### src/rtl/dec_regs_pkg.sv
package dec_regs_pkg;

    localparam int DATA_W   = 16;
    localparam int NUM_REGS = 8;
    localparam int RADDR_W  = $clog2(NUM_REGS);
    localparam int STATE_W  = 4;
    localparam int OPC_LSB  = DATA_W - 4;

    localparam logic [STATE_W-1:0] ST_DECODE    = 4'h1;
    localparam logic [STATE_W-1:0] ST_REG_WRITE = 4'h8;

    typedef enum logic [1:0] {
        CLS_ARITH = 2'd0,
        CLS_FLOW  = 2'd1,
        CLS_MEM   = 2'd2,
        CLS_NONE  = 2'd3
    } instr_cls_e;

    typedef struct packed {
        logic neg;
        logic zer;
        logic pos;
    } flags_t;

    typedef struct packed {
        logic [RADDR_W-1:0] dst;
        logic [RADDR_W-1:0] src_a;
        logic [RADDR_W-1:0] src_b;
    } reg_sel_t;

    function automatic instr_cls_e classify(input logic [3:0] opc);
        case (opc)
            4'b0001, 4'b0101, 4'b1001:                  return CLS_ARITH;
            4'b0000, 4'b1100, 4'b0100:                  return CLS_FLOW;
            4'b0010, 4'b0110, 4'b1010, 4'b1110,
            4'b0011, 4'b0111, 4'b1011:                  return CLS_MEM;
            default:                                    return CLS_NONE;
        endcase
    endfunction

    function automatic logic is_store(input logic [3:0] opc);
        return (opc == 4'b0011) || (opc == 4'b0111) || (opc == 4'b1011);
    endfunction

    function automatic flags_t sign_class(input logic [DATA_W-1:0] v);
        flags_t f;
        f.zer = (v == '0);
        f.neg = !f.zer && v[DATA_W-1];
        f.pos = !f.zer && !v[DATA_W-1];
        return f;
    endfunction

endpackage

### src/rtl/dec_instr_reg.sv
module dec_instr_reg
    import dec_regs_pkg::*;
#(
    parameter int W = DATA_W
) (
    input  logic         clk,
    input  logic         rst,
    input  logic         load,
    input  logic [W-1:0] din,
    output logic [W-1:0] ir,
    output reg_sel_t     sel
);
    localparam int OPC = W - 4;

    always_ff @(posedge clk) begin
        if (rst)       ir <= '0;
        else if (load) ir <= din;
    end

    always_comb begin
        sel.dst   = ir[11:9];
        sel.src_a = ir[8:6];
        sel.src_b = is_store(ir[W-1:OPC]) ? ir[11:9] : ir[2:0];
    end

    assert_ir_load_R1: assert property (@(posedge clk) disable iff (rst)
        load |=> ir == $past(din));
    assert_ir_hold_R1: assert property (@(posedge clk) disable iff (rst)
        !load |=> $stable(ir));
endmodule

### src/rtl/dec_flag_reg.sv
module dec_flag_reg
    import dec_regs_pkg::*;
#(
    parameter int W = DATA_W
) (
    input  logic         clk,
    input  logic         rst,
    input  logic         upd,
    input  logic [W-1:0] val,
    output flags_t       flags
);
    always_ff @(posedge clk) begin
        if (rst)      flags <= '{neg: 1'b0, zer: 1'b1, pos: 1'b0};
        else if (upd) flags <= sign_class(val);
    end

    assert_flags_onehot_R6: assert property (@(posedge clk) disable iff (rst)
        $countones(flags) == 1);
    assert_flags_zero_R6: assert property (@(posedge clk) disable iff (rst)
        upd && (val == '0) |=> flags.zer);
    assert_flags_hold_R9: assert property (@(posedge clk) disable iff (rst)
        !upd |=> $stable(flags));
endmodule

### src/rtl/dec_regfile.sv
module dec_regfile
    import dec_regs_pkg::*;
#(
    parameter int W = DATA_W,
    parameter int N = NUM_REGS
) (
    input  logic                 clk,
    input  logic                 rst,
    input  logic                 we,
    input  logic [$clog2(N)-1:0] waddr,
    input  logic [W-1:0]         wdata,
    input  logic [$clog2(N)-1:0] raddr_a,
    input  logic [$clog2(N)-1:0] raddr_b,
    output logic [W-1:0]         rdata_a,
    output logic [W-1:0]         rdata_b
);
    localparam int AW = $clog2(N);

    logic [N-1:0][W-1:0] cells;

    for (genvar i = 0; i < N; i++) begin : g_cell
        logic hit;
        assign hit = we && (waddr == AW'(i));

        always_ff @(posedge clk) begin
            if (rst)      cells[i] <= '0;
            else if (hit) cells[i] <= wdata;
        end

        assert_cell_hold_R3: assert property (@(posedge clk) disable iff (rst)
            !(we && waddr == AW'(i)) |=> $stable(cells[i]));
        assert_cell_write_R3: assert property (@(posedge clk) disable iff (rst)
            we && waddr == AW'(i) |=> cells[i] == $past(wdata));
    end

    assign rdata_a = cells[raddr_a];
    assign rdata_b = cells[raddr_b];
endmodule

### src/rtl/dec_regs.sv
module dec_regs
    import dec_regs_pkg::*;
#(
    parameter int W = DATA_W,
    parameter int N = NUM_REGS
) (
    input  logic               clk,
    input  logic               rst,
    input  logic [STATE_W-1:0] state,
    input  logic [W-1:0]       mem_dout,
    input  logic [W-1:0]       wb_data,
    output logic [3*W-1:0]     data_bundle,
    output logic [1:0]         itype,
    output logic [2:0]         cond_flags
);
    logic        ir_load;
    logic        rf_we;
    logic [W-1:0] ir;
    reg_sel_t    sel;
    flags_t      flags;
    logic [W-1:0] opnd_a;
    logic [W-1:0] opnd_b;
    instr_cls_e  cls;

    assign ir_load = (state == ST_DECODE);
    assign rf_we   = (state == ST_REG_WRITE);

    dec_instr_reg #(.W(W)) u_ir (
        .clk  (clk),
        .rst  (rst),
        .load (ir_load),
        .din  (mem_dout),
        .ir   (ir),
        .sel  (sel)
    );

    dec_flag_reg #(.W(W)) u_flags (
        .clk   (clk),
        .rst   (rst),
        .upd   (rf_we),
        .val   (wb_data),
        .flags (flags)
    );

    dec_regfile #(.W(W), .N(N)) u_rf (
        .clk     (clk),
        .rst     (rst),
        .we      (rf_we),
        .waddr   (sel.dst),
        .wdata   (wb_data),
        .raddr_a (sel.src_a),
        .raddr_b (sel.src_b),
        .rdata_a (opnd_a),
        .rdata_b (opnd_b)
    );

    assign cls         = classify(mem_dout[W-1:W-4]);
    assign itype       = cls;
    assign data_bundle = {ir, opnd_a, opnd_b};
    assign cond_flags  = flags;

    assert_bundle_ir_R4: assert property (@(posedge clk) disable iff (rst)
        ir_load |=> data_bundle[3*W-1:2*W] == $past(mem_dout));
    assert_same_reg_old_R7: assert property (@(posedge clk) disable iff (rst)
        rf_we && (sel.dst == sel.src_a) && $stable(ir)
        |=> $past(data_bundle[2*W-1:W]) != data_bundle[2*W-1:W] || $past(wb_data) == data_bundle[2*W-1:W]);
    assert_reset_flags_R8: assert property (@(posedge clk)
        rst |=> cond_flags == 3'b010);
endmodule

### config.mk
export PLATFORM = sky130hd
export DESIGN_NAME = dec_regs
export DESIGN_NICKNAME = d
export VERILOG_FILES = /design/src/rtl/dec_regs_pkg.sv /design/src/rtl/dec_instr_reg.sv /design/src/rtl/dec_flag_reg.sv /design/src/rtl/dec_regfile.sv /design/src/rtl/dec_regs.sv
export SDC_FILE = /design/constraint.sdc
export NUM_CORES = 1
export LEC_CHECK = 0
export BUFFER_PORTS_ARGS = -buffer_cell sky130_fd_sc_hd__buf_2
export CORE_ASPECT_RATIO = 1.5
export CORE_UTILIZATION = 53
export CTS_CLUSTER_SIZE = 16
export DETAILED_ROUTE_END_ITERATION = 8
export PLACE_DENSITY = 0.76
export SLEW_MARGIN = 10
export SYNTH_ARGS = -nofsm -noshare
export SYNTH_HDL_FRONTEND = slang
export SYNTH_SLANG_ARGS = --single-unit
export TNS_END_PERCENT = 50
### constraint.sdc
create_clock -name clk -period 2.2 [get_ports clk]
set_clock_uncertainty 0.2 [all_clocks]
set_input_delay 0.11 -clock clk [delete_from_list [all_inputs] [get_ports clk]]
set_output_delay 0.11 -clock clk [all_outputs]
set_load 0.02 [all_outputs]
[Word level (Yosys, flattened, before mapping)]
Memories as Yosys holds them, arrays and structs flattened.
Index checks and enable logic that the tools add are counted.
Widths: inputs -> output; s select.
Storage, ports and cells
  flip-flop bits (word level): 147
  ROM bits: 32
  input bits: 38
  logic and storage cells: 48
  memories: 1
Operators by class
  magnitude comparators: 2
  eq/ne operators: 12
  muxes and demuxes: 5
  reduce and logical (&&, ||, !) cells: 16
Memory list
  (name not given): words 16, width 2, rd ports 1, clocked after memory_dff 0, wr ports 0, line dec_regs_pkg.sv:32  | case (opc)
Operator list (count)
  $bmux 16 s3: 2
  $mux 16: 2
  $logic_not 16->1: 1
  $eq 3x3->1 const B: 4
  $logic_and 1x1->1: 10
  $eq 4x4->1 const B: 2
  $lt 3x4->1 const B: 2
  $eq 3x2->1 const B: 2
  $eq 4x1->1 const B: 1
  $eq 4x2->1 const B: 1
  $eq 4x3->1 const B: 1
  $eq 3x1->1 const B: 1
  $logic_not 3->1: 1
  $mux 3: 1
  $logic_not 1->1: 2
  $logic_or 1x1->1: 2

[Depth between registers and ports, before layout]
Gate-level depths: netlist of the first run.
  depth in word-level cells: 6
  depth in mapped cells: 9
  gate-level depth less buffers: 5

[Cells and area by module]
Synthesis of the first run repeated with hierarchy kept, for this count alone.
Second synthesis, totals
  cells, all modules: 792
  area total of the unflattened synthesis: 7758.7 um^2
Modules (own cells, without submodules)
  dec_regfile: instances 1, cells each 705, area each 6889.1 um^2
  dec_instr_reg: instances 1, cells each 63, area each 673.1 um^2
  dec_flag_reg: instances 1, cells each 18, area each 152.6 um^2
  dec_regs: instances 1, cells each 6, area each 43.8 um^2

[Worst setup path after synthesis of the first run]
Ideal clock, no wire load.
  kind: reg-to-output
  start point: register u_ir.ir[9]
  end point: output data_bundle[2]
  data arrival time: 2.346 ns
  required time: 1.890 ns
  setup slack: -0.456 ns
  cell stages (with the launch flop): 8
  cells stage by stage: dfxtp_1 -> buf_2 -> and3_1 -> clkbuf_1 -> clkbuf_1 -> o21a_1 -> a2111oi_0 -> nor4_1
Between the ends
  longest elaborated chain between the ends: 3
Ends and longest elaborated chain
  start, declared: line dec_instr_reg.sv:10  | output logic [W-1:0] ir,
  start signal, assigned: line dec_instr_reg.sv:17  | else if (load) ir <= din;
  $mux 3: line dec_instr_reg.sv:23  | sel.src_b = is_store(ir[W-1:OPC]) ? ir[11:9] : ir[2:0];
  $bmux 16 s3: line dec_regfile.sv:37  | assign rdata_b = cells[raddr_b];
  $mux 16 (not written as such): line dec_regfile.sv:37
  end, declared: line dec_regs.sv:12  | output logic [3*W-1:0] data_bundle,
No other way between the ends. The select of a mux whose other input is x is not followed.

[Final worst setup path of the first run]
  start point: register u_ir.ir[12]
  end point: output data_bundle[5]
Between the ends
  longest elaborated chain between the ends: 6
Ends and longest elaborated chain
  $eq 4x2->1 / $eq 4x3->1 (equally long branches): line dec_regs_pkg.sv:42  | return (opc == 4'b0011) || (opc == 4'b0111) || (opc == 4'b1011);
  $logic_or 1x1->1: line dec_regs_pkg.sv:42
  $logic_or 1x1->1 *: line dec_regs_pkg.sv:42
  $mux 3 *: line dec_instr_reg.sv:23
  $bmux 16 s3 *: line dec_regfile.sv:37
  $mux 16 (not written as such) *: line dec_regfile.sv:37
Mark *: on every way between the ends. The rest lies on a longest branch, timed or not. The select of a mux whose other input is x is not followed.

==> results of run 1 <==
## cells in the mapped netlist, types with 2 or more instances
| cell | instances | area [sq um] |
|---|---|---|
| sky130_fd_sc_hd__clkbuf_1 | 69 | 259 |
| sky130_fd_sc_hd__nand3_1 | 17 | 85.1 |
| sky130_fd_sc_hd__buf_1 | 3 | 11.3 |
| sky130_fd_sc_hd__and2_1 | 2 | 12.5 |
| sky130_fd_sc_hd__nand2_1 | 51 | 191 |
| sky130_fd_sc_hd__mux4_2 | 32 | 721 |
| sky130_fd_sc_hd__o21a_1 | 64 | 480 |
| sky130_fd_sc_hd__a2111oi_0 | 64 | 561 |
| sky130_fd_sc_hd__nor2_1 | 118 | 443 |
| sky130_fd_sc_hd__nand3b_1 | 2 | 15.0 |
| sky130_fd_sc_hd__buf_4 | 6 | 45.0 |
| sky130_fd_sc_hd__nor4_1 | 20 | 125 |
| sky130_fd_sc_hd__mux2i_1 | 115 | 1150 |
| sky130_fd_sc_hd__buf_6 | 2 | 22.5 |
| sky130_fd_sc_hd__dfxtp_1 | 147 | 2940 |
| sky130_fd_sc_hd__buf_2 | 15 | 75.1 |
| sky130_fd_sc_hd__a21oi_1 | 32 | 160 |
| sky130_fd_sc_hd__mux2_2 | 18 | 203 |
## worst paths after layout
path / to / startpoint / slack [ns] / depth (start not counted)
worst min register to register: u_flags.flags[1] / u_flags.flags[1] / 0.28 / 1
worst min-delay path: u_ir.ir[14] / state[3] / 0.02 / 5
worst max-delay path: data_bundle[5] / u_ir.ir[12] / -0.65 / 7
worst max register to register: u_rf.cells[66] / u_ir.ir[11] / 0.15 / 8
## area by class of cell
| type | count | area, sq um | share of cell area |
|---|---|---|---|
| multi-input cells | 554 | 5180 | 0.465 |
| flip-flops and latches | 147 | 2960 | 0.265 |
| repair buffers | 237 | 2150 | 0.193 |
| clock buffers | 20 | 457 | 0.0410 |
| well taps | 192 | 240 | 0.0216 |
| clock inverters | 12 | 151 | 0.0136 |
| inverters | 1 | 3.75 | 0.000337 |
| diodes | 1 | 2.50 | 0.000224 |
## per-layer routing
layer,share of wire,GRT usage,routed length [microns]
met1,0.34,0.408,10400
met2,0.49,0.657,14900
met3,0.089,0.0948,2710
met4,0.078,0.261,2370
met5,0,0,0
## per-stage QoR
| stage | power [W] | hold slack [ns] | area (sq um) | instances |
|---|---|---|---|---|
| after floorplan | 0.00303 | 0.0356 | 8150 | 797 |
| after CTS | 0.00626 | 0.00576 | 10800 | 1155 |
| after detailed placement | 0.00320 | 0.155 | 9230 | 1066 |
| final | 0.00637 | 0.0176 | 11100 | 1164 |
| after global placement | 0.00319 | 0.150 | 9230 | 1066 |
| after global routing | 0.00650 | 0.0348 | 11100 | 1163 |
## tightest hold or removal path: cells and delay by family
kind / cells / cell delay (ns)
buf+inv: 2 / 0.28
simple gates: 2 / 0.13
compound gates: 1 / 0.06
## flip-flops by register name, indices dropped and copies added, names as in the netlist
name           flops
u_flags.flags      3
u_ir.ir           16
u_rf.cells       128
## logic make-up (layout without fill, tap and decap cells)
kind of cell	after synthesis	after routing	share of synthesized area
simple gates	222	222	0.129
buf+inv	97	270	0.0562
xor+xnor	1	1	0.00114
compound gates	165	165	0.161
other cells	0	1	0
mux	165	166	0.270
flops	147	147	0.383
## timing repair
item                                    4_1_cts  5_1_grt
cloned                                        2        2
hold buffers                                 48        0
pin swaps                                     5       11
gates resized for setup                      88       39
endpoints found under the setup margin       32       32
setup buffers                                 7        9
endpoints found under the hold margin       137        0
## power groups by stage
stage                     clock (W)  sequential, W  combinational [W]
after global placement            0        0.00275           0.000444
after global routing        0.00317        0.00269           0.000640
after detailed placement          0        0.00275           0.000456
after floorplan                   0        0.00275           0.000275
final                       0.00306        0.00269           0.000619
after CTS                   0.00302        0.00269           0.000552
==> summary by stage, run 1 <==
Logic synthesis
The synthesized design contains 0 enable-type register cells. Counting every net in the synthesized netlist gives 835. For this run, the register share of the synthesized area comes to 0.383. The mapped cell area is 7690 sq um. After synthesis the netlist holds a flip-flop and latch count of ~150. Of all flip-flops after synthesis, the portion carrying an async set or reset was 0. The average cell area after synthesis is 9.64 sq um. Synthesis produced 797 cells. The number of different library cells used by synthesis comes to 38.

In the synthesized netlist the dominant register cell turns out to be sky130_fd_sc_hd__dfxtp_1. The Yosys step of the flow raised 0 warnings.

CTS
The clock reaches the later pin of the worst-skew pair after 0.43 ns. The tree is rooted in a sky130_fd_sc_hd__clkbuf_16. TritonCTS created 17 clock buffers.

TritonCTS built the clock tree. The number of buffers between clock root and the deepest sink is 2. The clock-pin slew reported for the worst setup and hold paths after clock tree synthesis is 0.06 ns. CTS built an H-tree with a depth of 4. The clock drives ~150 sinks.

Worst setup path
The number of buffers and inverters on the critical path is 2. Broken down by cell family, the worst path's largest delay share belongs to simple AND/OR/NAND/NOR gates. The worst setup path is of the reg2out kind. Among all stages on the critical path, the largest delay is contributed by sky130_fd_sc_hd__a2111oi_2. The signal on the critical path passes through and2_4 > and2_4 > mux2_4 > buf_4 > a2111oi_2 > nor4_2 > buf_4.

The startpoint type of the worst setup path is a register. In this run the worst path has a maximum fanout of 7. The peak per-stage delay on the critical path is 0.46 ns. Data on the critical path is required at its endpoint by between 1.5 and 2 ns. The kind of end point of the critical path is an output pin. The arrival time of the worst setup path is 2.54 ns.

Final layout
The area added between synthesis and finish is 45.0%. The filler cells instantiated in the layout total 762. Leaving out fill and tap cells, the most frequent cells in the layout are sky130_fd_sc_hd__dfxtp_1, sky130_fd_sc_hd__nor2_1, sky130_fd_sc_hd__mux2i_1.

The most common cell after layout, fill and taps aside is sky130_fd_sc_hd__dfxtp_1. At the end of the flow the core is filled with cells to 0.793. The total number of nets in the final design is 996. Of the cells placed in the final design, the portion with a size suffix greater than 1 is 0.375.

Pwr
The analysis attributes to net switching a power of 0.00157 W. The internal power of the cells totals 0.00479 W. Of the total power, the clock network draws 0.480. The share of total power dissipated in sequential elements is 0.423. Of the total power, the share spent switching nets is 0.247. The share of total power dissipated in combinational logic is 0.097.

The maximum resistive drop on vdd is 0.394 mV. The analysis attributes to cell leakage a power of 4.24 nW. The power density over the cells is 571 nW/um^2.

Place
OpenSTA, run right after detailed placement, puts the worst setup slack at -0.321 ns. Detailed placement ended at an HPWL of about 16,000 microns. The number of buffers inserted by port buffering is 90. The congestion estimate from routability-driven global placement came to roughly 0.88.

Routing
For this block, the initial DRC count from the detailed router was 955. The first-pass detailed-route iteration total is 7. The antenna violation net count after detailed routing is 0. The average vias per placed instance is 6.79. The average wire per standard cell is 26.1 microns. The final route contains 7,901 vias. For this run, design rule violations remaining after detail routing come to 0. The routed wire length is a little over 30,000 microns.

STA
The sum of negative setup slack is -11.45 ns. The shortest period the worst path allows is between 2 and 3 ns. Setup repair after global routing could not meet its margin everywhere.

The tightest slew margin relative to the limit is 0.613. The maximum clock frequency is 351 MHz. For the pin with the worst max-slew slack, the measured transition is between 0.5 and 0.6 ns. The count of endpoints failing hold in the final timing report is 0.

The final max-slew violation count is 0. The setup-violating endpoint count in the final report is 32. The worst setup margin is -0.647 ns.

Of the available clock period, the critical path in the final layout requires 1.29.

Global route
The wire length of the first global-routing pass is 43,000 microns. Entering global routing, the biggest net connects 70 pins. The total routing resource utilization after global routing is 0.382.

The initial antenna violation count is 0. The total overflow left after global routing is 0. The number of global-route vias before repair is about 7,900.

Die
In this run the vertical extent of the chip is 149 microns. The cell row count is 53. The total I/O pin count is 91. For this configuration, the core starts out at a cell density of 0.547. The floorplan step defined a die boundary enclosing ~15,000 sq um. Measured along the x axis, the die boundary spans 100 microns. The area of the core is 14,100 sq um.

Outcome
The run finished, with violations left. The checks that failed: setup timing.

Job
The tool flagged a number of max-cap violations equal to 0.

Worst hold path
The min-delay analysis places its worst path in the category in2reg.
Power figures use the tool's default switching activity.
==> inputs of run 2 (changes only) <==
--- a/config.mk
+++ b/config.mk
@@ -5,11 +5,14 @@
 export SDC_FILE = /design/constraint.sdc
 export NUM_CORES = 1
 export LEC_CHECK = 0
+export ABC_AREA = 1
 export BUFFER_PORTS_ARGS = -buffer_cell sky130_fd_sc_hd__buf_2
 export CORE_ASPECT_RATIO = 1.5
 export CORE_UTILIZATION = 53
 export CTS_CLUSTER_SIZE = 16
 export DETAILED_ROUTE_END_ITERATION = 8
+export GPL_ROUTABILITY_DRIVEN = 0
+export GPL_TIMING_DRIVEN = 0
 export PLACE_DENSITY = 0.76
 export SLEW_MARGIN = 10
 export SYNTH_ARGS = -nofsm -noshare
==> run 2 against run 1 <==
The run ends with DRC, setup timing left. Fmax grew 16%. Critical path depth increased by 3. Synthesized area rose by 0.55%. Global-route usage increased by 8.2 points. Sequential cell count stayed put. Worst hold slack got worse by 0.012 ns. Worst setup slack gained 0.39 ns. Routed wire length increased by 17%. Non-clock buffer count fell by 8. First-iteration DRC count grew 66%. Cell area decreased by 3.4%. Synthesized cell count rose by 50%. Critical path type unchanged.
==> summary by stage, run 2 <==
Outcome
The run finished, with violations left. The final reports fail on DRC, setup timing.

STA
Setup repair after global routing could not meet its margin everywhere. Dividing the final minimum period by the clock period gives 1.12. Setup violations remaining at the end of the flow were counted as 32. The final max-slew violation count is 0. For this run, the top clock speed supported by timing is 407 MHz. In the post-route analysis, the smallest setup slack over all paths is -0.259 ns.

The count of endpoints failing hold in the final timing report is 0. After layout, the minimum clock period comes to 2.46 ns. The sum of negative setup slack is -4.12 ns. The slew at the pin closest to its max-slew limit is between 0.8 and 0.9 ns. The tightest slew margin relative to the limit is 0.450.

Final layout
In the final layout, flip-flops and latches occupy 2960 sq um. The most common cell after layout, fill and taps aside is sky130_fd_sc_hd__a21oi_1. Leaving out fill and tap cells, the most frequent cells in the layout are sky130_fd_sc_hd__a21oi_1, sky130_fd_sc_hd__inv_1, sky130_fd_sc_hd__dfxtp_1. The area of combinational cells with multiple inputs is 4570 sq um. The total number of nets in the final design is 1,385. The diode insertion count for antenna repair is 0. The register with the most flip-flops in the final layout is u_rf.cells.

The largest registers in the layout are u_rf.cells (128), u_ir.ir (16), u_flags.flags (3). The share of final-layout standard cells stronger than drive strength 1 is 0.279. The number of flip-flops in the largest register is 128. The area added between synthesis and finish is 39.3%. Fill cells in the final layout number 983.

Pwr
The share of total power dissipated in combinational logic is 0.151. In this run the power spent charging and discharging nets is ~0.0019 W. Of the total power, the share spent switching nets is 0.279. The standby leakage power is 4.40 nW. After layout, the design draws a total of 0.00680 W. VDD sags by at most 0.672 mV. Power spread over the standard cell area amounts to between 600 and 700 nW/um^2. The internal cell power is just under 0.005 W.

Of the total power, registers draw 0.400. Of the total power, the clock network draws 0.450.

CTS
The clock insertion delay at the later pin of the skew report is 0.43 ns. TritonCTS built the clock tree. The number of buffers between clock root and the deepest sink is 2. The clock-pin slew reported for the worst setup and hold paths after clock tree synthesis is 0.06 ns.

The number of sinks on the clock net is between 100 and 150. The count of H-tree levels built during CTS is 4. The number of CTS-inserted buffers is 17.

The root cell of the clock tree is sky130_fd_sc_hd__clkbuf_16.

Routing
After detailed routing, the total wire length is around 35,000 microns. The first-pass detailed-route iteration total is 9. After detailed routing, the number of vias per cell comes to 6.56. After detailed routing, the average wire length per cell comes to between 20 and 25 microns.

In this run, the number of DRC markers left after iteration 0 of detailed routing was 1,581. The antenna violation net count after detailed routing is 0. The final route contains roughly 10,000 vias. The number of design rule violations left after detail routing is 32.

Worst setup path
STA classifies the critical path endpoint as an output pin. The type of the worst setup path is reg2out. The arrival time of the worst setup path is 2.15 ns. Traced cell by cell, the critical path runs through nand2_2 > inv_4 > nand3_2 > buf_2 > nand3_1 > nand3_1 > nand2_1 > nand2_1 > nand2_2 > buf_6. The kind of cell adding the most delay to the critical path is simple AND/OR/NAND/NOR gates. Of all nets on the critical path, the largest fanout is 10.

On the worst path, the slowest cell contributes a delay of 0.35 ns. Among all stages on the critical path, the largest delay is contributed by sky130_fd_sc_hd__dfxtp_2. Counting both buffers and inverters, the worst setup path holds a total of 3. The worst setup path is launched from a register. The required time of the critical path is 1.89 ns.

Logic synthesis
The fraction of registers with async set or reset after synthesis is 0. The library cell with the highest instance count after synthesis is sky130_fd_sc_hd__a21oi_1. The mapped cell area is 7730 sq um. The number of instances in the synthesized netlist is 1,193. Counting flops with a built-in enable in the synthesized netlist gives 0. sky130_fd_sc_hd__dfxtp_1 takes more of the synthesized area than any other cell. Yosys mapped the design onto 20 distinct sky130hd cell types. The Yosys step of the flow raised 0 warnings.

In this run, synthesis produced a sequential element count of between 100 and 150. The top cell type's share of synthesized area is 0.381. Sorting the synthesized cells by area gives the leading types as sky130_fd_sc_hd__dfxtp_1, sky130_fd_sc_hd__a21oi_1, sky130_fd_sc_hd__o21ai_0. The part of the Yosys area used for sequential elements is 0.381. The most used flip-flop cell after synthesis is sky130_fd_sc_hd__dfxtp_1. The net count of the mapped netlist is between 1,000 and 1,500. After synthesis, the most frequently instantiated cells are sky130_fd_sc_hd__a21oi_1, sky130_fd_sc_hd__nand2_1, sky130_fd_sc_hd__o21ai_0. The average cell area after synthesis is 6.48 sq um.

Global route
The first global-routing pass estimated 50,800 microns of wire. Entering global routing, the biggest net connects 17 pins. For this run, the total global-route usage over all layers was measured as 0.464.

The number of global-route vias before repair is 9,328. The initial antenna violation count came to 0. The global route total overflow is 0.

Die
In this run the vertical extent of the chip is 150 microns. The floorplan step defined a core boundary enclosing 14,100 sq um. For this configuration, the core starts out at a cell density of 0.547.

The die area is 15,100 sq um. 91 I/O pins were placed. The die extent in x is 101 microns. After floorplanning, the core was divided into 53 placement rows.

Job
The tool flagged a number of max-cap violations equal to 0.

Place
In this run the tool buffered the top-level ports with 90 buffer cells. Detailed placement ended at an HPWL of 22,100 microns.

Worst hold path
The worst hold path belongs to the class in2reg.
run 2: changes by cell type in the layout (fill, tap and decap cells not counted), sizes merged, moves of 82 or more:
cell and delta:
o21ai +212, a21oi +171, inv +140, nand3 +130, mux2i -115, nand2 +112, nor2 -82
run 2: through the flow:
step | worst slack [ns] | cells | utilization | hold WS, ns | cell area, sq um
after detailed placement | -0.146 | 1475 | 0.596 | 0.127 | 8420
final | -0.259 | 1551 | 0.762 | 0.00547 | 10800
after global routing | -0.302 | 1551 | 0.762 | 0.0403 | 10800
after floorplan | 0.148 | 1193 | - | -0.0209 | 7730
after CTS | -0.0832 | 1551 | 0.734 | 0.00211 | 10400
after global placement | -0.187 | 1475 | 0.596 | 0.121 | 8420
run 2: power groups by stage:
stage | clock network [W] | registers, W | logic [W]
floorplan | 0 | 0.00278 | 0.000406
global placement | 0 | 0.00277 | 0.000685
detailed placement | 0 | 0.00277 | 0.000690
CTS | 0.00304 | 0.00271 | 0.000882
global route | 0.00316 | 0.00272 | 0.00107
finish | 0.00306 | 0.00272 | 0.00102
run 2: area by class of cell:
cell class,instances,share of cell area
inverter,158,0.0589
sequential,147,0.275
clock inverter,11,0.0142
buffer,91,0.0602
clock buffer,20,0.0424
timing repair buffer,138,0.102
tap,192,0.0223
multi-input combinational,794,0.425
run 2: routing by layer:
| layer | wire length [microns] | track usage | vias to the layer above | share of wire |
|---|---|---|---|---|
| li1 | - | - | 4316 | - |
| met1 | 11400 | 0.485 | 4564 | 0.32 |
| met2 | 15500 | 0.720 | 921 | 0.44 |
| met3 | 4510 | 0.161 | 369 | 0.13 |
| met4 | 4100 | 0.438 | 0 | 0.12 |
| met5 | 0 | 0 | - | 0 |
run 2: worst paths after layout:
path                          from                to  slack [ns]  depth (start not counted)
setup reg to reg        u_ir.ir[9]    u_rf.cells[74]        0.15                          5
hold / removal            state[1]        u_ir.ir[1]       0.005                          5
hold reg to reg   u_flags.flags[2]  u_flags.flags[2]        0.26                          2
setup / recovery       u_ir.ir[13]    data_bundle[3]       -0.26                         10
run 2: cell families (layout without fill, tap and decap cells):
kind of cell / count (synthesis) / in the layout / synth area share
AOI/OAI and AO/OA: 433 / 433 / 0.284
buffers and inverters: 252 / 418 / 0.127
DFF: 147 / 147 / 0.381
and+or+nand+nor: 361 / 361 / 0.208
run 2: what timing repair did:
item	in CTS	in global routing
hold buffers	28	0
setup buffers	10	2
hold endpoints to repair	81	0
pin swaps	50	44
gates resized for setup	290	129
cloned	8	0
setup endpoints to repair	32	33
run 2: tightest hold or removal path, stage by stage:
cell and delay, ns:
sky130_fd_sc_hd__buf_2 0.07, sky130_fd_sc_hd__nor2_1 0.05, sky130_fd_sc_hd__nand2_1 0.17, sky130_fd_sc_hd__o21ai_0 0.10, sky130_fd_sc_hd__a21oi_1 0.10
==> inputs of run 3 (changes only) <==
--- a/config.mk
+++ b/config.mk
@@ -6,14 +6,14 @@
 export NUM_CORES = 1
 export LEC_CHECK = 0
 export ABC_AREA = 1
-export BUFFER_PORTS_ARGS = -buffer_cell sky130_fd_sc_hd__buf_2
+export BUFFER_PORTS_ARGS = -buffer_cell sky130_fd_sc_hd__clkbuf_2
 export CORE_ASPECT_RATIO = 1.5
-export CORE_UTILIZATION = 53
+export CORE_UTILIZATION = 59
 export CTS_CLUSTER_SIZE = 16
 export DETAILED_ROUTE_END_ITERATION = 8
 export GPL_ROUTABILITY_DRIVEN = 0
 export GPL_TIMING_DRIVEN = 0
-export PLACE_DENSITY = 0.76
+export PLACE_DENSITY = 0.81
 export SLEW_MARGIN = 10
 export SYNTH_ARGS = -nofsm -noshare
 export SYNTH_HDL_FRONTEND = slang
==> constraint.sdc (replaced) <==
create_clock -name clk -period 2.5 [get_ports clk]
set_clock_uncertainty 0.2 [all_clocks]
set_input_delay 0.125 -clock clk [delete_from_list [all_inputs] [get_ports clk]]
set_output_delay 0.125 -clock clk [all_outputs]
set_load 0.05 [all_outputs]
==> run 3 against run 2 <==
The flow still finishes with violations (DRC, setup timing). Sequential power fell by 12%. Sequential cell count is the same. Via count down 2.0%. Die area decreased by 10%.
==> summary by stage, run 3 (synthesis gave the netlist of run 2 again) <==
Outcome
The flow ran to the end, but the final reports show violations. The final reports fail on DRC, setup timing.

Routing
The antenna violation net count after detailed routing is 0. After detailed routing, the average wire length per cell comes to 22.8 microns. The first TritonRoute pass finished after 9 iterations.

The average vias per placed instance is 6.59. The number of design rule violations left after detail routing is 75. The routed wire length is about 34,000 microns. The number of DRC markers after the initial detailed-route iteration is 1,838. The detailed router placed 9,965 vias in this run.

STA
Setup repair after global routing could not meet its margin everywhere. The count of endpoints failing hold in the final timing report is 0. The final max-slew violation count came to 0. On the final layout, the worst hold slack is 0.0276 ns. Setup slack on the critical path of the routed design comes to -0.0995 ns.

Based on the critical path, the design can be clocked at up to 385 MHz. The slew at the pin closest to its max-slew limit is 0.801 ns. Setup violations remaining at the end of the flow were counted as 18. Counting I/O delays and the setup requirement, the final critical path takes ~2.6 ns. Dividing the final minimum period by the clock period gives 1.04. The tightest slew margin relative to the limit is 0.466.

CTS
At the later pin of the worst-skew pair, clock insertion delay measures 0.44 ns. The number of buffers between clock root and the deepest sink is 2. Counting every sink on the clock net gives 147. The cell sitting at the root of the clock tree is a sky130_fd_sc_hd__clkbuf_16.

The count of H-tree levels built during CTS is 4. After clock tree synthesis, the clock-pin slew on the worst setup and hold paths is 0.07 ns. TritonCTS built the clock tree.

Buffers inserted during clock tree synthesis total 17.

Global route
The wire length of the first global-routing pass is 48,600 microns. The global route total overflow is 0. Entering global routing, the biggest net connects 17 pins. The number of global-route vias before repair is 9,171. Across every metal layer, demand over resource in global routing totals 0.485. The initial antenna violation count came to 1.

Worst hold path
The class of the worst hold path is in2reg.

Final layout
The area added between synthesis and finish is 29.8%. The largest registers in the layout are u_rf.cells (128), u_ir.ir (16), u_flags.flags (3). For this run, the post-layout net count is approximately 1,400. The number of flip-flops in the largest register is 128. 0 antenna diodes ended up in the layout. The final instance area is approximately 10,000 sq um. The most common cell after layout, fill and taps aside is sky130_fd_sc_hd__a21oi_1. The register with the most flip-flops in the final layout is u_rf.cells. Of the cells placed in the final design, the portion with a size suffix greater than 1 is 0.178. The utilization after layout is 0.794. Leaving out fill and tap cells, the most frequent cells in the layout are sky130_fd_sc_hd__a21oi_1, sky130_fd_sc_hd__nand2_1, sky130_fd_sc_hd__o21ai_0.

Worst setup path
In this design, the stage delay of the slowest critical-path cell is 0.37 ns. The kind of cell adding the most delay to the critical path is simple AND/OR/NAND/NOR gates. The required time of the critical path is 2.17 ns. By startpoint and endpoint, the worst setup path is classified as reg2out. Together, buffers and inverters on the worst path number 3. Walking the worst path, the cells encountered are inv_1 > nand3_4 > nand2_2 > buf_4 > nand2_1 > nand3_1 > nand2_1 > nand2_1 > nand2_1 > clkbuf_8. The highest-delay cell along the critical path is sky130_fd_sc_hd__dfxtp_2.

Data arrives at the worst endpoint at 2.27 ns. The worst-path maximum fanout is 10. The worst setup path is launched from a register.

By instance count, the cell type seen most on the critical path is sky130_fd_sc_hd__nand2_1. STA classifies the critical path endpoint as an output pin.

Die
The die height is between 100 and 150 microns. The area of the core is roughly 13,000 sq um. The cell row count is 50. Pin placement for this block handled 91 I/O pins.

For this configuration, the core starts out at a cell density of 0.612. From left edge to right edge, the die measures 95.5 microns. The die covers 13,600 sq um.

Pwr
Power spread over the standard cell area amounts to 606 nW/um^2. The analysis attributes to cell leakage a power of 4.31 nW. The maximum resistive drop on vdd is 0.537 mV.

Job
The tool flagged a number of max-cap violations equal to 0.

Place
Summing all placed instances gives a cell area of ~8400 sq um. Port buffering added 90 buffers. The estimated wirelength of the detail-placed design is 21,300 microns.
==> run 3: cell types whose count changed in the layout (fill, tap and decap cells not counted), moves of 15 or more <==
cell,delta
sky130_fd_sc_hd__a21oi_1,+22
sky130_fd_sc_hd__a21oi_2,-18
sky130_fd_sc_hd__buf_2,-60
sky130_fd_sc_hd__buf_4,-15
sky130_fd_sc_hd__clkbuf_2,+64
sky130_fd_sc_hd__nand2_1,+37
sky130_fd_sc_hd__nand2_2,-31
sky130_fd_sc_hd__nand3_1,+35
sky130_fd_sc_hd__nand3_2,-27
sky130_fd_sc_hd__o21ai_0,+39
sky130_fd_sc_hd__o21ai_1,-27
==> run 3: routing by layer <==
layer	vias to the layer above	GRT usage	part of all wire
met1	4376	0.547	0.32
met3	322	0.142	0.14
met4	0	0.395	0.10
met2	982	0.745	0.44
met5	-	0.00397	0
li1	4285	-	-
==> run 3: path summary, 6_finish.rpt <==
check	cells past startpoint	end	startpoint	slack [ns]
setup / recovery	10	data_bundle[12]	u_ir.ir[9]	-0.1
hold / removal	3	u_rf.cells[91]	wb_data[11]	0.03
setup reg to reg	6	u_rf.cells[27]	u_ir.ir[10]	0.24
hold reg to reg	2	u_flags.flags[1]	u_flags.flags[1]	0.30
==> run 3: tightest hold or removal path, delay by kind of cell <==
kind	cells	cell delay (ns)
AOI/OAI and AO/OA	1	0.11
buffers and inverters	2	0.39
==> run 3: area by class of cell <==
type                    count  area (sq um)
multi-input cells         794          4020
flip-flops and latches    147          2950
fillers                   883          2610
repair buffers            131          1070
inverters                 158           596
plain buffers              93           576
clock buffers              19           443
well taps                 156           195
clock inverters            13           173
==> run 3: through the flow <==
step,std cells,setup slack [ns],power (W),setup TNS [ns]
6_report,1511,-0.0995,0.00608,-0.552
5_1_grt,1511,-0.122,0.00616,-1.03
4_1_cts,1503,-0.0408,0.00591,-0.0710
3_5_place_dp,1439,-0.0762,0.00318,-0.481
3_3_place_gp,1439,-0.0822,0.00317,-0.427
2_1_floorplan,1193,-0.244,0.00294,-1.46
==> run 3: repair_timing <==
item / 4_1_cts / 5_1_grt
hold endpoints to repair: 137 / 0
buffers inserted: 0 / 5
pin swaps: 1 / 7
endpoints found under the setup margin: 32 / 32
cloned: 0 / 3
gates resized for setup: 101 / 115
hold buffers: 33 / 0
==> run 3: where the power goes <==
group / internal, W / leakage, nW / switching [W]
combinational: 0.000299 / 2.82 / 0.000650
clock: 0.00161 / 0.299 / 0.00113
sequential: 0.00237 / 1.19 / 0.0000240
